File: src/rtl/atr_sw_pkg.sv
package atr_sw_pkg;
   // register window: 1 KiB, word aligned
   localparam int WIN_LSB = 10;
   localparam int CLS_DEPTH = 4;
   localparam int CMB_DEPTH = 16;
   // region codes, compared against offset bits
   localparam logic [3:0] REGION_SLOW = 4'h1;   // off[9:6]
   localparam logic [1:0] REGION_CLS  = 2'h1;   // off[9:8]
   localparam logic [3:0] REGION_CMB  = 4'h8;   // off[9:6]

   function automatic logic code_tx(input logic [1:0] code);
      return code[1];
   endfunction

   function automatic logic code_rx(input logic [1:0] code);
      return code[0];
   endfunction
endpackage

File: src/rtl/atr_addr_dec.sv
module atr_addr_dec
   import atr_sw_pkg::*;
#(
   parameter int ADDR_W = 20,
   parameter logic [ADDR_W-1:0] BASE_ADDR = 20'h80000,
   parameter int NUM_CH = 4,
   parameter bit COMBINE_EN = 1'b1
)(
   input  logic [ADDR_W-1:0] addr,
   output logic              hit_mode,
   output logic              hit_slow,
   output logic              hit_cls,
   output logic              hit_cmb,
   output logic [3:0]        slot,
   output logic [3:0]        cls_ch,
   output logic [1:0]        cls_st
);
   logic [WIN_LSB-1:0] off;
   logic               in_win;
   logic               aligned;

   assign off     = addr[WIN_LSB-1:0];
   assign in_win  = (addr[ADDR_W-1:WIN_LSB] == BASE_ADDR[ADDR_W-1:WIN_LSB]);
   assign aligned = (off[1:0] == 2'b00);
   assign slot    = off[5:2];
   assign cls_ch  = off[7:4];
   assign cls_st  = off[3:2];

   assign hit_mode = in_win && aligned && (off[9:2] == 8'd0);
   assign hit_slow = in_win && aligned && (off[9:6] == REGION_SLOW) && (int'(slot) < NUM_CH);
   assign hit_cls  = in_win && aligned && (off[9:8] == REGION_CLS) && (int'(cls_ch) < NUM_CH);
   assign hit_cmb  = COMBINE_EN && in_win && aligned && (off[9:6] == REGION_CMB);
endmodule

File: src/rtl/atr_reg_bank.sv
module atr_reg_bank
   import atr_sw_pkg::*;
#(
   parameter int NUM_CH = 4,
   parameter int SW_W = 8,
   parameter int SLOW_W = 6,
   parameter int ADDR_W = 20,
   parameter logic [ADDR_W-1:0] BASE_ADDR = 20'h80000,
   parameter bit COMBINE_EN = 1'b1,
   parameter int DATA_W = 8
)(
   input  logic                          clk,
   input  logic                          rst_n,
   input  logic                          wr_en,
   input  logic [ADDR_W-1:0]             wr_addr,
   input  logic [DATA_W-1:0]             wr_data,
   input  logic [ADDR_W-1:0]             rd_addr,
   output logic [DATA_W-1:0]             rd_data,
   output logic [NUM_CH*CLS_DEPTH*SW_W-1:0] cls_flat,
   output logic [CMB_DEPTH*SW_W-1:0]     cmb_flat,
   output logic [NUM_CH*SLOW_W-1:0]      slow_flat,
   output logic                          comb_mode
);
   localparam int CLS_N = NUM_CH * CLS_DEPTH;

   logic [SW_W-1:0]   cls_q  [CLS_N];
   logic [SW_W-1:0]   cmb_q  [CMB_DEPTH];
   logic [SLOW_W-1:0] slow_q [NUM_CH];
   logic              mode_q;

   logic       w_mode, w_slow, w_cls, w_cmb;
   logic [3:0] w_slot, w_ch;
   logic [1:0] w_st;
   logic       r_mode, r_slow, r_cls, r_cmb;
   logic [3:0] r_slot, r_ch;
   logic [1:0] r_st;
   logic [DATA_W-1:0] rd_next;

   atr_addr_dec #(.ADDR_W(ADDR_W), .BASE_ADDR(BASE_ADDR), .NUM_CH(NUM_CH),
                  .COMBINE_EN(COMBINE_EN)) u_wdec (
      .addr(wr_addr), .hit_mode(w_mode), .hit_slow(w_slow), .hit_cls(w_cls),
      .hit_cmb(w_cmb), .slot(w_slot), .cls_ch(w_ch), .cls_st(w_st));

   atr_addr_dec #(.ADDR_W(ADDR_W), .BASE_ADDR(BASE_ADDR), .NUM_CH(NUM_CH),
                  .COMBINE_EN(COMBINE_EN)) u_rdec (
      .addr(rd_addr), .hit_mode(r_mode), .hit_slow(r_slow), .hit_cls(r_cls),
      .hit_cmb(r_cmb), .slot(r_slot), .cls_ch(r_ch), .cls_st(r_st));

   // fast tables and slow words
   always_ff @(posedge clk) begin
      if (!rst_n) begin
         for (int i = 0; i < CLS_N; i++)     cls_q[i]  <= '0;
         for (int i = 0; i < CMB_DEPTH; i++) cmb_q[i]  <= '0;
         for (int i = 0; i < NUM_CH; i++)    slow_q[i] <= '0;
      end else if (wr_en) begin
         for (int i = 0; i < CLS_N; i++)
            if (w_cls && int'({w_ch, w_st}) == i) cls_q[i] <= wr_data[SW_W-1:0];
         for (int i = 0; i < CMB_DEPTH; i++)
            if (w_cmb && int'(w_slot) == i) cmb_q[i] <= wr_data[SW_W-1:0];
         for (int i = 0; i < NUM_CH; i++)
            if (w_slow && int'(w_slot) == i) slow_q[i] <= wr_data[SLOW_W-1:0];
      end
   end

   // mode bit exists only when paired indexing is built
   if (COMBINE_EN) begin : g_mode
      always_ff @(posedge clk) begin
         if (!rst_n)                mode_q <= 1'b0;
         else if (wr_en && w_mode)  mode_q <= wr_data[0];
      end
   end else begin : g_nomode
      assign mode_q = 1'b0;
   end

   // read path
   always_comb begin
      rd_next = '0;
      if (r_mode) rd_next[0] = mode_q;
      for (int i = 0; i < NUM_CH; i++)
         if (r_slow && int'(r_slot) == i) rd_next[SLOW_W-1:0] = slow_q[i];
      for (int i = 0; i < CLS_N; i++)
         if (r_cls && int'({r_ch, r_st}) == i) rd_next[SW_W-1:0] = cls_q[i];
      for (int i = 0; i < CMB_DEPTH; i++)
         if (r_cmb && int'(r_slot) == i) rd_next[SW_W-1:0] = cmb_q[i];
   end

   always_ff @(posedge clk) begin
      if (!rst_n) rd_data <= '0;
      else        rd_data <= rd_next;
   end

   for (genvar i = 0; i < CLS_N; i++) begin : g_cls_out
      assign cls_flat[i*SW_W +: SW_W] = cls_q[i];
   end
   for (genvar i = 0; i < CMB_DEPTH; i++) begin : g_cmb_out
      assign cmb_flat[i*SW_W +: SW_W] = cmb_q[i];
   end
   for (genvar i = 0; i < NUM_CH; i++) begin : g_slow_out
      assign slow_flat[i*SLOW_W +: SLOW_W] = slow_q[i];
   end
   assign comb_mode = mode_q;
endmodule

File: src/rtl/atr_lookup.sv
module atr_lookup
   import atr_sw_pkg::*;
#(
   parameter int NUM_CH = 4,
   parameter int SW_W = 8,
   parameter bit COMBINE_EN = 1'b1
)(
   input  logic [2*NUM_CH-1:0]              atr_state,
   input  logic [NUM_CH*CLS_DEPTH*SW_W-1:0] cls_flat,
   input  logic [CMB_DEPTH*SW_W-1:0]        cmb_flat,
   input  logic                             comb_mode,
   output logic [NUM_CH*SW_W-1:0]           sel_flat
);
   for (genvar c = 0; c < NUM_CH; c++) begin : g_ch
      logic [1:0]      code;
      logic [SW_W-1:0] own_word;
      assign code     = atr_state[2*c +: 2];
      assign own_word = cls_flat[(c*CLS_DEPTH + int'(code))*SW_W +: SW_W];

      if (COMBINE_EN && c < 2) begin : g_pair
         logic [3:0]      pair_idx;
         logic [SW_W-1:0] pair_word;
         assign pair_idx  = atr_state[3:0];   // {ch1, ch0}
         assign pair_word = cmb_flat[int'(pair_idx)*SW_W +: SW_W];
         assign sel_flat[c*SW_W +: SW_W] = comb_mode ? pair_word : own_word;
      end else begin : g_solo
         assign sel_flat[c*SW_W +: SW_W] = own_word;
      end
   end
endmodule

File: src/rtl/atr_led_decode.sv
module atr_led_decode
   import atr_sw_pkg::*;
#(
   parameter int NUM_CH = 4
)(
   input  logic [2*NUM_CH-1:0] atr_state,
   input  logic [NUM_CH-1:0]   rxsel,
   output logic [NUM_CH-1:0]   trx_red,
   output logic [NUM_CH-1:0]   trx_green,
   output logic [NUM_CH-1:0]   rx1_green
);
   for (genvar c = 0; c < NUM_CH; c++) begin : g_ch
      logic tx, rx;
      assign tx = code_tx(atr_state[2*c +: 2]);
      assign rx = code_rx(atr_state[2*c +: 2]);
      assign trx_red[c]   = tx;
      assign trx_green[c] = rx & ~tx & ~rxsel[c];
      assign rx1_green[c] = rx & rxsel[c];
   end
endmodule

File: src/rtl/atr_switch_ctrl.sv
module atr_switch_ctrl
   import atr_sw_pkg::*;
#(
   parameter int NUM_CH = 4,
   parameter int SW_W = 8,
   parameter int SLOW_W = 6,
   parameter int ADDR_W = 20,
   parameter logic [ADDR_W-1:0] BASE_ADDR = 20'h80000,
   parameter bit COMBINE_EN = 1'b1,
   parameter int RXSEL_BIT = 0,
   localparam int DATA_W = (SW_W > SLOW_W) ? SW_W : SLOW_W
)(
   input  logic                     clk,
   input  logic                     rst_n,
   input  logic [2*NUM_CH-1:0]      atr_state,
   input  logic                     wr_en,
   input  logic [ADDR_W-1:0]        wr_addr,
   input  logic [DATA_W-1:0]        wr_data,
   input  logic [ADDR_W-1:0]        rd_addr,
   output logic [DATA_W-1:0]        rd_data,
   output logic [NUM_CH*SW_W-1:0]   fast_sw,
   output logic [NUM_CH*SLOW_W-1:0] slow_sw,
   output logic [NUM_CH-1:0]        led_trx_red,
   output logic [NUM_CH-1:0]        led_trx_green,
   output logic [NUM_CH-1:0]        led_rx1_green
);
   // elaboration-time parameter checks
   if (NUM_CH < 2 || NUM_CH > 16) begin : g_bad_ch
      $error("NUM_CH must lie in 2..16");
   end
   if (ADDR_W <= WIN_LSB) begin : g_bad_addr
      $error("ADDR_W must exceed the window size bits");
   end
   if (RXSEL_BIT < 0 || RXSEL_BIT >= SW_W) begin : g_bad_rxsel
      $error("RXSEL_BIT must index into the fast word");
   end
   if (SW_W < 1 || SLOW_W < 1) begin : g_bad_w
      $error("word widths must be positive");
   end

   logic [NUM_CH*CLS_DEPTH*SW_W-1:0] cls_flat;
   logic [CMB_DEPTH*SW_W-1:0]        cmb_flat;
   logic [NUM_CH*SLOW_W-1:0]         slow_flat;
   logic                             comb_mode;
   logic [NUM_CH*SW_W-1:0]           sel_flat;
   logic [NUM_CH-1:0]                rxsel, red_d, grn_d, rx1_d;

   atr_reg_bank #(.NUM_CH(NUM_CH), .SW_W(SW_W), .SLOW_W(SLOW_W), .ADDR_W(ADDR_W),
                  .BASE_ADDR(BASE_ADDR), .COMBINE_EN(COMBINE_EN), .DATA_W(DATA_W)) u_bank (
      .clk(clk), .rst_n(rst_n), .wr_en(wr_en), .wr_addr(wr_addr), .wr_data(wr_data),
      .rd_addr(rd_addr), .rd_data(rd_data), .cls_flat(cls_flat), .cmb_flat(cmb_flat),
      .slow_flat(slow_flat), .comb_mode(comb_mode));

   atr_lookup #(.NUM_CH(NUM_CH), .SW_W(SW_W), .COMBINE_EN(COMBINE_EN)) u_lookup (
      .atr_state(atr_state), .cls_flat(cls_flat), .cmb_flat(cmb_flat),
      .comb_mode(comb_mode), .sel_flat(sel_flat));

   for (genvar c = 0; c < NUM_CH; c++) begin : g_rxsel
      assign rxsel[c] = sel_flat[c*SW_W + RXSEL_BIT];
   end

   atr_led_decode #(.NUM_CH(NUM_CH)) u_led (
      .atr_state(atr_state), .rxsel(rxsel),
      .trx_red(red_d), .trx_green(grn_d), .rx1_green(rx1_d));

   always_ff @(posedge clk) begin
      if (!rst_n) begin
         fast_sw       <= '0;
         led_trx_red   <= '0;
         led_trx_green <= '0;
         led_rx1_green <= '0;
      end else begin
         fast_sw       <= sel_flat;
         led_trx_red   <= red_d;
         led_trx_green <= grn_d;
         led_rx1_green <= rx1_d;
      end
   end

   assign slow_sw = slow_flat;
endmodule

File: config.mk
export PLATFORM = sky130hd
export DESIGN_NAME = atr_switch_ctrl
export DESIGN_NICKNAME = d
export VERILOG_FILES = /design/src/rtl/atr_sw_pkg.sv /design/src/rtl/atr_addr_dec.sv /design/src/rtl/atr_reg_bank.sv /design/src/rtl/atr_lookup.sv /design/src/rtl/atr_led_decode.sv /design/src/rtl/atr_switch_ctrl.sv
export SDC_FILE = /design/constraint.sdc
export NUM_CORES = 1
export LEC_CHECK = 0
export BUFFER_PORTS_ARGS = -buffer_cell sky130_fd_sc_hd__buf_2
export CORE_MARGIN = 1
export CORE_UTILIZATION = 30
export CTS_CLUSTER_DIAMETER = 50
export DETAILED_ROUTE_END_ITERATION = 10
export GPL_TIMING_DRIVEN = 0
export SLEW_MARGIN = 25
export SYNTH_ARGS = -nofsm -noshare
export SYNTH_HDL_FRONTEND = slang
export SYNTH_SLANG_ARGS = --single-unit
File: constraint.sdc
create_clock -name clk -period 4.45 [get_ports clk]
set_clock_uncertainty 0.1 [all_clocks]
set_input_delay 1.335 -clock clk [delete_from_list [all_inputs] [get_ports clk]]
set_output_delay 1.335 -clock clk [all_outputs]
set_load 0.01 [all_outputs]
## After elaboration in Yosys (flattened, before gate mapping)

Memory sizes are Yosys's and may differ from the RTL's.
Cells that the tools add are included.
Widths: inputs -> output; s select.

| word-level totals | value |
|---|---|
| output and inout bits | 76 |
| RAM bits | 280 |
| input bits | 59 |
| logic and storage cells | 460 |
| memories | 3 |
| register bits after elaboration | 53 |

Memory list:

| name | depth | bits a word | read ports | clocked after memory_dff | wr ports | line | source |
|---|---|---|---|---|---|---|---|
| u_bank.cls_q | 16 | 8 | 16 | 0 | 16 | atr_reg_bank.sv:26 | `logic [SW_W-1:0] cls_q [CLS_N];` |
| u_bank.cmb_q | 16 | 8 | 16 | 0 | 16 | atr_reg_bank.sv:27 | `logic [SW_W-1:0] cmb_q [CMB_DEPTH];` |
| u_bank.slow_q | 4 | 6 | 4 | 0 | 4 | atr_reg_bank.sv:28 | `logic [SLOW_W-1:0] slow_q [NUM_CH];` |

| cells by class | value |
|---|---|
| reduce and logical (&&, ||, !) cells | 95 |
| magnitude comparators | 4 |
| shift operators | 5 |
| eq/ne operators | 68 |
| bitwise operators | 56 |
| $add $sub $neg | 3 |
| mux-type cells | 220 |

Operators by type and width:

| operator | number |
|---|---|
| $mux 8 | 66 |
| $shiftx 128x32->8 | 3 |
| $mux 1 | 146 |
| $shiftx 128x6->8 | 1 |
| $shiftx 128x8->8 | 1 |
| $eq 6x5->1 const B | 16 |
| $logic_and 1x1->1 | 87 |
| $eq 4x4->1 const B | 18 |
| $eq 6x4->1 const B | 8 |
| $mux 6 | 8 |
| $or 1x1->1 | 36 |
| $eq 4x3->1 const B | 8 |
| $eq 6x3->1 const B | 4 |
| $eq 10x10->1 const B | 2 |
| $eq 4x1->1 const B | 4 |
| $eq 4x2->1 const B | 4 |
| $logic_not 8->1 | 2 |
| $lt 4x3->1 const B | 4 |
| $and 1x1->1 | 12 |
| $eq 6x2->1 const B | 2 |
| $logic_not 6->1 | 2 |
| $add 4x2->5 const A | 2 |
| $logic_not 4->1 | 2 |
| $not 1->1 | 8 |
| 3 further kinds | 5 |

## Logic depth before layout (Yosys ltp)

Gate-level depths: netlist (run 1).

| logic depth | value |
|---|---|
| depth after elaboration | 41 |
| mapped depth | 12 |
| mapped depth without buffers | 9 |

## By module

From an unflattened synthesis (run 1), not the netlist that was laid out.

| unflattened totals | value |
|---|---|
| cell total of the unflattened synthesis | 1506 |
| area total of the unflattened synthesis | 17464.2 µm² |

Modules (own cells, without submodules):

| module | instances | area each (µm²) | seq. area each (µm²) | cells an instance |
|---|---|---|---|---|
| atr_reg_bank | 1 | 13529.2 | 8588.2 | 1137 |
| atr_lookup | 1 | 2160.8 | 0.0 | 215 |
| atr_switch_ctrl | 1 | 1231.2 | 880.8 | 92 |
| atr_addr_dec | 2 | 219.0 | 0.0 | 25 |
| atr_led_decode | 1 | 105.1 | 0.0 | 12 |

## Worst setup path before layout (run 1)

Ideal clock, no wire load.

| path | value |
|---|---|
| path type | input -> register |
| from | input port rd_addr[12] |
| to | register u_bank.rd_data[4] |
| slack | 0.184 ns |
| required time | 4.280 ns |
| cell stages on the path | 11 |
| arrival | 4.096 ns |
| cell sequence | or4_1 > clkbuf_1 > or4b_4 > or3_1 > buf_2 > or3_1 > a32oi_1 > o221ai_1 > a211oi_1 > o221ai_1 > a21oi_1 |

| between the ends | value |
|---|---|
| word-level cells in the longest chain between the ends | 41 |
| elaborated cells between the ends (all ways) | 79 |
| those cells by class | 1 x eq/ne; 36 x mux; 42 x reduce/logical |

RTL lines:

| what | line | source |
|---|---|---|
| start, declared | atr_switch_ctrl.sv:19 | `input logic [ADDR_W-1:0] rd_addr,` |
| $eq 10x10->1 (*) | atr_addr_dec.sv:23 | `assign in_win = (addr[ADDR_W-1:WIN_LSB] == BASE_ADDR[ADDR_W-1:WIN_LSB]);` |
| $logic_and 1x1->1 (*) | atr_addr_dec.sv:30, atr_addr_dec.sv:31, atr_addr_dec.sv:32 |  |
| $logic_and 1x1->1 (2 in a row) | atr_addr_dec.sv:30 | `assign hit_slow = in_win && aligned && (off[9:6] == REGION_SLOW) && (int'(slot) < NUM_CH);` |
| $logic_and 1x1->1 | atr_reg_bank.sv:80 | `if (r_slow && int'(r_slot) == i) rd_next[SLOW_W-1:0] = slow_q[i];` |
| $mux 6 (4 in a row) | atr_reg_bank.sv:80 |  |
| $mux 8 (16 in a row) | atr_reg_bank.sv:82 | `if (r_cls && int'({r_ch, r_st}) == i) rd_next[SW_W-1:0] = cls_q[i];` |
| $mux 8 (15 in a row) | atr_reg_bank.sv:84 | `if (r_cmb && int'(r_slot) == i) rd_next[SW_W-1:0] = cmb_q[i];` |
| $mux 8 (*) | atr_reg_bank.sv:84 |  |
| end signal, assigned | atr_reg_bank.sv:89 | `else rd_data <= rd_next;` |
| end, declared | atr_reg_bank.sv:18 | `output logic [DATA_W-1:0] rd_data,` |

Mark *: on every way between the ends. The rest lies on a longest branch, timed or not.
A chain may end at the register's enable or synchronous reset.

## Worst setup path in the final report (run 1)

| path | value |
|---|---|
| from | input port rd_addr[3] |
| to | register u_bank.rd_data[1] |

| between the ends | value |
|---|---|
| word-level cells in the longest chain between the ends | 39 |
| elaborated cells between the ends (all ways) | 106 |
| those cells by class | 1 x order compare; 30 x eq/ne; 36 x mux; 39 x reduce/logical |

RTL lines:

| what | line |
|---|---|
| $lt 4x3->1 | atr_addr_dec.sv:30 |
| $logic_and 1x1->1 | atr_addr_dec.sv:30 |
| $logic_and 1x1->1 | atr_reg_bank.sv:80 |
| $mux 6 (4 in a row) | atr_reg_bank.sv:80 |
| $mux 8 (16 in a row) | atr_reg_bank.sv:82 |
| $mux 8 (15 in a row) | atr_reg_bank.sv:84 |
| $mux 8 (*) | atr_reg_bank.sv:84 |

Marks and branches as above.

==> results.cfg, run 1 <==
[synth]
ys_warn_count = 0
synth_cell_types = 64
synth_edf_count = 280
synth_nets = 1470
synth_ff_type = edfxtp_1
syn_area_sq_mm = 0.0164
synth_cells = 1411
async_flop_share = 0
ys_ff_latch = 333
avgSynthCellArea_sq_um = 11.7
yosysSeqAreaShare = 0.576

[global_route]
grt_pass1_vias = 13700
grt_use_met2 = 0.410
gr-max-usage-layer = met2
grtUsageTotal = 0.260
grt_max_degree = 15
use_met1 = 0.333
grt-ovfl-total = 0
grt_pass1_wl_um = 101000
antenna_found_initial = 1
grtUsageMet3 = 0.0562

[worst_setup_path]
cp_slowest_stage_delay_ns = 0.67
reg2reg_from = u_bank.cls_q[0][6]$_SDFFCE_PN0P_
end_kind = flip-flop
critPathLaunch = rd_addr[3]
path_cells = clkbuf_1 -> clkbuf_2 -> clkbuf_2 -> buf_4 -> buf_2 -> nand2_1 -> nand2_1 -> o21ai_0 -> a222oi_1 -> o21ai_1 -> nand2_1
r2r_cells = 7
startpoint_type = input pin
cp.arrival_ns = 4.88
crit_type = in2reg
critPathMostFrequentCell = nand2_1
cp_data_required_time_ns = 4.85
crit_fanout = 10
cpMaxStageDelayCell = a222oi_1

[power]
p_int_mw = 6.02
ir_drop_v = 0.000254
p_switching_mw = 2.19
power_density_mw_per_mm2 = 415
clockPowerShare = 0.442
p_sw_frac = 0.267
p_seq_frac = 0.452
p_leak_nw = 6.92
pwr-share-comb = 0.106

[detailed_routing]
drtPass1Iterations = 9
viasPerCell = 5.95
drtIter0Drc = 2029
dr_total_vias = 13800
finalWirelength_um = 73000
route.detailed.drc = 0
wire_per_inst_um = 31.4
antenna_left = 0

[hold_path]
worstHoldPathType = reg2reg
whs_path_depth = 1
hp-start = u_bank.cls_q[1][8]$_SDFFCE_PN0P_

[run]
cap_violations = 0

[clock_network]
cts_tree = done
cts_buffers = 45
cts_sinks = 333
clk_root_buffer_cell = clkbuf_16
clk-insertion-delay-late_ns = 0.59
htree_num_levels = 2
max-clock-path-buffers = 3
clkTransAtPathRegs_ns = 0.06

[timing]
maxSlewViolCount = 0
rsz0062_at_grt = yes
slew_headroom = 0.211
hold_viol = 0
tightest_slew_ns = 1.18
fin_hold_ws_ns = 0.392
period_share = 1.01
fmaxAchievable_ghz = 0.223
finalWorstSetupSlack_ns = -0.0298
setup_viol = 1
period_needed_ns = 4.48

[die]
dieWidth_um = 236
die-height_um = 236
initial_core_util = 0.304
die-area_sq_mm = 0.0557
row_count = 85
core_area_sq_mm = 0.0540
pin_count = 135

[final_layout]
syn_to_final_growth_pct = 20.3
drive_gt1_frac = 0.231
fin_util = 0.366
num-nets-final = 1647

[place]
pre_cts_ws_ns = -2.22
gp_congestion = 1.03
port_buffers = 120
hpwl_um = 54700

[run_status]
violations = setup timing
status = finished, violations left
through the flow:
| step | TNS [ns] | cell area [sq um] | power (mW) | std cells |
|---|---|---|---|---|
| after floorplan | 0 | 16400 | 4.16 | 1411 |
| after global placement | -206.00 | 17900 | 4.59 | 2227 |
| after detailed placement | -99.06 | 18000 | 4.61 | 2232 |
| after CTS | 0 | 19700 | 8.22 | 2320 |
| after global routing | -0.0591 | 19800 | 8.38 | 2321 |
| final | -0.0298 | 19800 | 8.21 | 2321 |
power by group through the flow:
stage	registers, mW	logic (mW)	clock network, mW
final	3.71	0.867	3.63
after global routing	3.72	0.890	3.77
after CTS	3.71	0.845	3.67
after detailed placement	3.77	0.835	0
after global placement	3.77	0.826	0
after floorplan	3.72	0.437	0
synthesized netlist by cell type (all sizes together), types with 22 or more instances:
library cell / n / share of area
a21oi: 52 / 0.016
and2: 23 / 0.0088
buf: 22 / 0.0053
clkbuf: 89 / 0.020
dfxtp: 53 / 0.065
edfxtp: 280 / 0.51
inv: 22 / 0.0050
mux2i: 33 / 0.020
mux4: 82 / 0.11
nand2: 156 / 0.036
nor2: 251 / 0.057
nor3: 22 / 0.0077
o21ai: 86 / 0.026
cells by family after synthesis:
group	Yosys count	synth area share
flip-flops	333	0.576
buffers and inverters	133	0.0307
multiplexers	126	0.140
AND/OR/NAND/NOR	547	0.148
AO/OA/AOI/OAI	272	0.106
worst max-delay path, delay by kind of cell:
family	cells	cell delay (ns)
AOI/OAI and AO/OA	3	1.07
buffers and inverters	5	2.08
and+or+nand+nor	3	0.37
registers in the layout, summed over array words and instances (netlist names):
name	flops
u_bank.comb_mode	1
u_bank.rd_data	8
led_rx1_green	4
u_bank.cmb_q	128
u_bank.slow_q	24
led_trx_red	4
led_trx_green	4
fast_sw	32
u_bank.cls_q	128
layout make-up:
type / instances / area (sq um)
sequential: 333 / 9470
fill: 5380 / 34300
tap: 696 / 871
clock buffer: 57 / 1290
inverter: 22 / 82.6
multi-input combinational: 945 / 6650
timing repair buffer: 133 / 696
clock inverter: 26 / 226
buffer: 108 / 488
antenna: 1 / 2.50
cells in the final DEF, fill, tap and decap left out, drive strengths merged, types with 9 or more instances in the layout:
master,Yosys,routed
edfxtp,280,280
nor2,251,251
nand2,156,156
buf,22,148
clkbuf,89,146
o21ai,86,86
mux4,82,82
dfxtp,53,53
a21oi,52,52
mux2i,33,33
inv,22,31
and2,23,23
nor3,22,22
nor2b,21,21
o22ai,19,19
nand3,17,17
a21boi,16,16
clkinv,0,15
a31oi,13,13
mux2,11,11
nor4,10,10
nand2b,9,9
a22oi,9,9
o31ai,9,9
layer usage:
layer / wire (um) / vias to the layer above / part of all wire
li1: - / 5664 / -
met1: 28200 / 7005 / 0.39
met4: 4420 / 0 / 0.061
met5: 0 / - / 0
met2: 33100 / 923 / 0.45
met3: 7300 / 223 / 0.10
final timing paths:
kind	endpoint	slack, ns
hold reg to reg	led_trx_green[2]$_SDFF_PN0_	0.39
hold / removal	led_trx_green[2]$_SDFF_PN0_	0.39
setup / recovery	u_bank.rd_data[1]$_SDFF_PN0_	-0.03
setup reg to reg	u_bank.rd_data[6]$_SDFF_PN0_	1.71
timing repair:
item,CTS,global route
setup endpoints to repair,64,30
resized for setup,64,14
hold endpoints to repair,0,0
pin swaps,8,5
setup buffers,6,2
hold buffers,0,0
Note: power is estimated with default switching activity, not from simulation.
==> run 2: changes to the inputs <==
--- a/config.mk
+++ b/config.mk
@@ -5,6 +5,7 @@
 export SDC_FILE = /design/constraint.sdc
 export NUM_CORES = 1
 export LEC_CHECK = 0
+export ABC_AREA = 1
 export BUFFER_PORTS_ARGS = -buffer_cell sky130_fd_sc_hd__buf_2
 export CORE_MARGIN = 1
 export CORE_UTILIZATION = 30
==> results.cfg, run 2 <==
[worst_setup_path]
critPathMostFrequentCell = nand2_1
reg2reg_from = u_bank.comb_mode$_SDFFE_PN0P_
end_kind = flip-flop
reg2reg_slack_ns = 0
cpMaxStageDelayCell = a21oi_2
crit_fanout = 7
startpoint_type = input pin
cp_slowest_stage_delay_ns = 0.23
crit_type = in2reg
r2r_cells = 33
cp_data_required_time_ns = 4.74
reg2reg_to = u_bank.rd_data[0]$_SDFF_PN0_
crit_family = simple AND/OR/NAND/NOR gates
cp.arrival_ns = 5.04
worst-path-buf-inv = 4

[final_layout]
antenna_cells = 0
final_common_cell = nand2_1
fin_util = 0.376
syn_to_final_growth_pct = 22.9
final_cell_mix = nand2_1, nor2_1, edfxtp_1
fin_cells = 2885
num-nets-final = 2216
top_regs = u_bank.cls_q (128), u_bank.cmb_q (128), fast_sw (32)
stdcell_area_sq_mm = 0.0203
drive_gt1_frac = 0.184

[timing]
setup_viol = 7
maxSlewViolCount = 0
finalWorstSetupSlack_ns = -0.295
hold_viol = 0
period_share = 1.07
period_needed_ns = 4.74
tightest_slew_ns = 1.11
fin_hold_ws_ns = 0.470
fmaxAchievable_ghz = 0.211
setup_tns_ns = -1.09
rsz0062_at_grt = yes
slew_headroom = 0.262

[global_route]
grt_pass1_vias = 14900
grt_max_degree = 15
antenna_found_initial = 1
grt-ovfl-total = 0
grt_pass1_wl_um = 92400
grtUsageTotal = 0.222

[detailed_routing]
dr_total_vias = 15300
drtPass1Iterations = 6
drtIter0Drc = 1851
wire_per_inst_um = 21.9
antenna_left = 0
finalWirelength_um = 63100
viasPerCell = 5.29
route.detailed.drc = 0

[hold_path]
whs_path_depth = 2
hp-start = u_bank.cmb_q[1][59]$_DFFE_PP_
min_to = u_bank.rd_data[3]$_SDFF_PN0_
worstHoldPathType = reg2reg

[die]
core_area_sq_mm = 0.0541
dieWidth_um = 237
row_count = 85
pin_count = 135
die-height_um = 237
die-area_sq_mm = 0.0561
initial_core_util = 0.306

[synth]
async_flop_share = 0
synth_ff_type = edfxtp_1
yosysMostFrequentCell = nand2_1
synth_cell_types = 41
synth_edf_count = 280
synth_top_area_share = 0.508
ys_ff_latch = 333
syn_area_sq_mm = 0.0166
synth_nets = 2007
synthTopCellsByCount = nand2_1, nor2_1, edfxtp_1, a21oi_1, inv_1
synth_area_leader_cell = edfxtp_1
yosys-top-cells-area = edfxtp_1, nand2_1, a21oi_1
ys_warn_count = 0
synth_cells = 1948
avgSynthCellArea_sq_um = 8.50
yosysSeqAreaShare = 0.572

[clock_network]
cts-hold-fix-buffers = 0
clk_root_buffer_cell = clkbuf_16
clk-insertion-delay-late_ns = 0.56
cts_tree = done
cts_buffers = 40
cts_sinks = 333
max-clock-path-buffers = 3
htree_num_levels = 2
clkTransAtPathRegs_ns = 0.06

[power]
power_density_mw_per_mm2 = 375
ir_drop_v = 0.000209
p_leak_nw = 8.11

[place]
hpwl_um = 46100
port_buffers = 130
dpl_cell_area_sq_mm = 0.0181
dp.cells = 2775
gp_congestion = 1.03

[run_status]
violations = setup timing
status = finished, violations left

[run]
cap_violations = 0
==> run 2: how the worst max path moves through the flow <==
stage | from | endpoint | slack [ns] | cells past startpoint
after CTS | rd_addr[5] | u_bank.rd_data[5]$_SDFF_PN0_ | -0.17 | 39
after floorplan | rd_addr[1] | u_bank.rd_data[6]$_SDFF_PN0_ | 0.32 | 40
final | rd_addr[4] | u_bank.rd_data[4]$_SDFF_PN0_ | -0.29 | 44
after global routing | rd_addr[4] | u_bank.rd_data[1]$_SDFF_PN0_ | -0.45 | 45
after detailed placement | rd_addr[4] | u_bank.rd_data[3]$_SDFF_PN0_ | -1.38 | 41
after global placement | rd_addr[4] | u_bank.rd_data[3]$_SDFF_PN0_ | -1.41 | 41
==> run 2: cell families (layout without fill, tap and decap cells) <==
logic type      Yosys count  count (layout)  synth area share
compound gates          466             466             0.149
buf+inv                 280             520            0.0646
flops                   333             333             0.572
simple gates            869             870             0.214
==> run 2: report_power, final <==
part / total (mW) / internal, mW / switching (mW)
registers: 3.66 / 3.57 / 0.0870
clock network: 3.36 / 2.00 / 1.36
logic: 0.616 / 0.157 / 0.459
==> run 2: repair_timing <==
item                                   in CTS  in global routing
cloned                                      1                  0
gates resized for setup                   104                 69
setup buffers                              25                  9
pin swaps                                  57                 66
endpoints found under the hold margin       0                  0
setup endpoints to repair                   8                  8
==> run 2: stage by stage <==
| stage | setup WS (ns) | total power [mW] |
|---|---|---|
| after global routing | -0.448 | 7.83 |
| after CTS | -0.172 | 7.64 |
| after detailed placement | -1.38 | 4.30 |
| final | -0.295 | 7.64 |
| after global placement | -1.41 | 4.29 |
| after floorplan | 0.316 | 4.00 |
==> run 2: area by class of cell <==
| type | instances | area (sq um) |
|---|---|---|
| well taps | 696 | 871 |
| clock inverters | 21 | 199 |
| plain buffers | 97 | 395 |
| clock buffers | 53 | 1180 |
| multi-input cells | 1336 | 6530 |
| flip-flops and latches | 333 | 9470 |
| inverters | 183 | 699 |
| repair buffers | 166 | 1000 |
| fillers | 5453 | 33800 |
==> run 2: routing by layer <==
metal / share of wire / vias up / GRT usage
met1: 0.40 / 7381 / 0.279
met3: 0.085 / 160 / 0.0415
met2: 0.46 / 770 / 0.357
met4: 0.058 / 2 / 0.128
li1: - / 6962 / -
met5: 0.00027 / - / 0
==> run 2: worst min-delay path: stages, from the launching register on <==
cell and delay (ns):
edfxtp_1 0.38, nand2_1 0.08, a21oi_1 0.06
==> run 3: changes to the inputs <==
--- a/config.mk
+++ b/config.mk
@@ -12,6 +12,7 @@
 export CTS_CLUSTER_DIAMETER = 50
 export DETAILED_ROUTE_END_ITERATION = 10
 export GPL_TIMING_DRIVEN = 0
+export REMOVE_ABC_BUFFERS = 1
 export SLEW_MARGIN = 25
 export SYNTH_ARGS = -nofsm -noshare
 export SYNTH_HDL_FRONTEND = slang
==> results.cfg, run 3 (same netlist as run 2, synthesis figures left out) <==
[clock_network]
clkTransAtPathRegs_ns = 0.06
cts_buffers = 44
clk_root_buffer_cell = clkbuf_16
cts_tree = done
max-clock-path-buffers = 3
clk-insertion-delay-late_ns = 0.59
htree_num_levels = 2
cts_sinks = 333

[global_route]
grt-ovfl-total = 0
grt_pass1_vias = 13800
grtUsageTotal = 0.194
antenna_found_initial = 2
grt_pass1_wl_um = 82900
grt_max_degree = 74

[final_layout]
top_regs = u_bank.cls_q (128), u_bank.cmb_q (128), fast_sw (32)
fillers = 5468
fin_cells = 2801
num-nets-final = 2128
multi_input_area_sq_mm = 0.00645
fin_util = 0.371
final_cell_mix = nand2_1, nor2_1, edfxtp_1
regArea_sq_mm = 0.00947
syn_to_final_growth_pct = 21.3
stdcell_area_sq_mm = 0.0201
drive_gt1_frac = 0.191
antenna_cells = 0
final_common_cell = nand2_1

[die]
dieWidth_um = 237
row_count = 85
die-area_sq_mm = 0.0561
core_area_sq_mm = 0.0541
initial_core_util = 0.306
pin_count = 135
die-height_um = 237

[place]
gp_congestion = 0.966
port_buffers = 134
dp.cells = 2685
pre_cts_ws_ns = -1.08
hpwl_um = 37600
dpl_cell_area_sq_mm = 0.0178

[worst_setup_path]
cp.arrival_ns = 4.91
cp_slowest_stage_delay_ns = 0.22
critPathMostFrequentCell = nand2_1
cp_data_required_time_ns = 4.78
end_kind = flip-flop
crit_fanout = 8
cpMaxStageDelayCell = or2_1
startpoint_type = input pin
crit_type = in2reg

[detailed_routing]
finalWirelength_um = 55300
viasPerCell = 5.16
antenna_left = 0
drtPass1Iterations = 6
wire_per_inst_um = 19.7
route.detailed.drc = 0
dr_total_vias = 14500
drtIter0Drc = 1415

[power]
power_density_mw_per_mm2 = 393
ir_drop_v = 0.000290
power_mw = 7.90
p_leak_nw = 8.02

[run]
cap_violations = 0

[timing]
fin_hold_ws_ns = 0.437
setup_viol = 6
period_needed_ns = 4.59
setup_tns_ns = -0.522
period_share = 1.03
tightest_slew_ns = 1.02
fmaxAchievable_ghz = 0.218
rsz0062_at_grt = yes
hold_viol = 0
finalWorstSetupSlack_ns = -0.139
maxSlewViolCount = 0
slew_headroom = 0.315

[hold_path]
worstHoldPathType = reg2reg

[run_status]
status = finished, violations left
violations = setup timing
[run 3: changes by cell type in the layout (fill, tap and decap cells not counted), moves of 7 or more]
cell / delta
clkbuf_1: -82
nor2_2: +15
nor2_1: -10
nand2_1: +8
clkbuf_2: -7
[run 3: worst max-delay path: cells and delay by family]
| kind | cells | cell delay, ns |
|---|---|---|
| compound gates | 1 | 0.05 |
| buf+inv | 4 | 0.42 |
| simple gates | 37 | 3.07 |
[run 3: path summary, 6_finish.rpt]
check	slack (ns)	depth (start not counted)	endpoint	from
max	-0.14	42	u_bank.rd_data[1]$_SDFF_PN0_	rd_addr[1]
min	0.44	2	u_bank.rd_data[1]$_SDFF_PN0_	u_bank.cmb_q[1][57]$_DFFE_PP_
max reg2reg	0.07	32	u_bank.rd_data[0]$_SDFF_PN0_	u_bank.comb_mode$_SDFFE_PN0P_
min reg2reg	0.44	2	u_bank.rd_data[1]$_SDFF_PN0_	u_bank.cmb_q[1][57]$_DFFE_PP_
[run 3: what timing repair did]
| item | in CTS | in global routing |
|---|---|---|
| cloned | 1 | 1 |
| hold buffers | 0 | 0 |
| endpoints found under the setup margin | 8 | 8 |
| pin swaps | 30 | 56 |
| gates resized for setup | 65 | 62 |
| setup buffers | 18 | 14 |
[run 3: cell type report]
cell class,instances,share of cell area
timing repair buffer,170,0.0519
multi-input combinational,1337,0.321
sequential,333,0.472
tap,696,0.0434
clock inverter,25,0.0126
clock buffer,57,0.0636
inverter,183,0.0358
[run 3: metal layers]
metal  wire, um  global-route usage
met3       4300              0.0365
met5         20                   0
met2      26300               0.319
met1      23200               0.254
met4       1420              0.0655
[run 3: power by group]
group	switching [mW]	leakage (nW)	internal, mW
registers	0.0810	3.11	3.57
logic	0.418	4.16	0.144
clock network	1.46	0.756	2.23
total	1.95	8.02	5.95
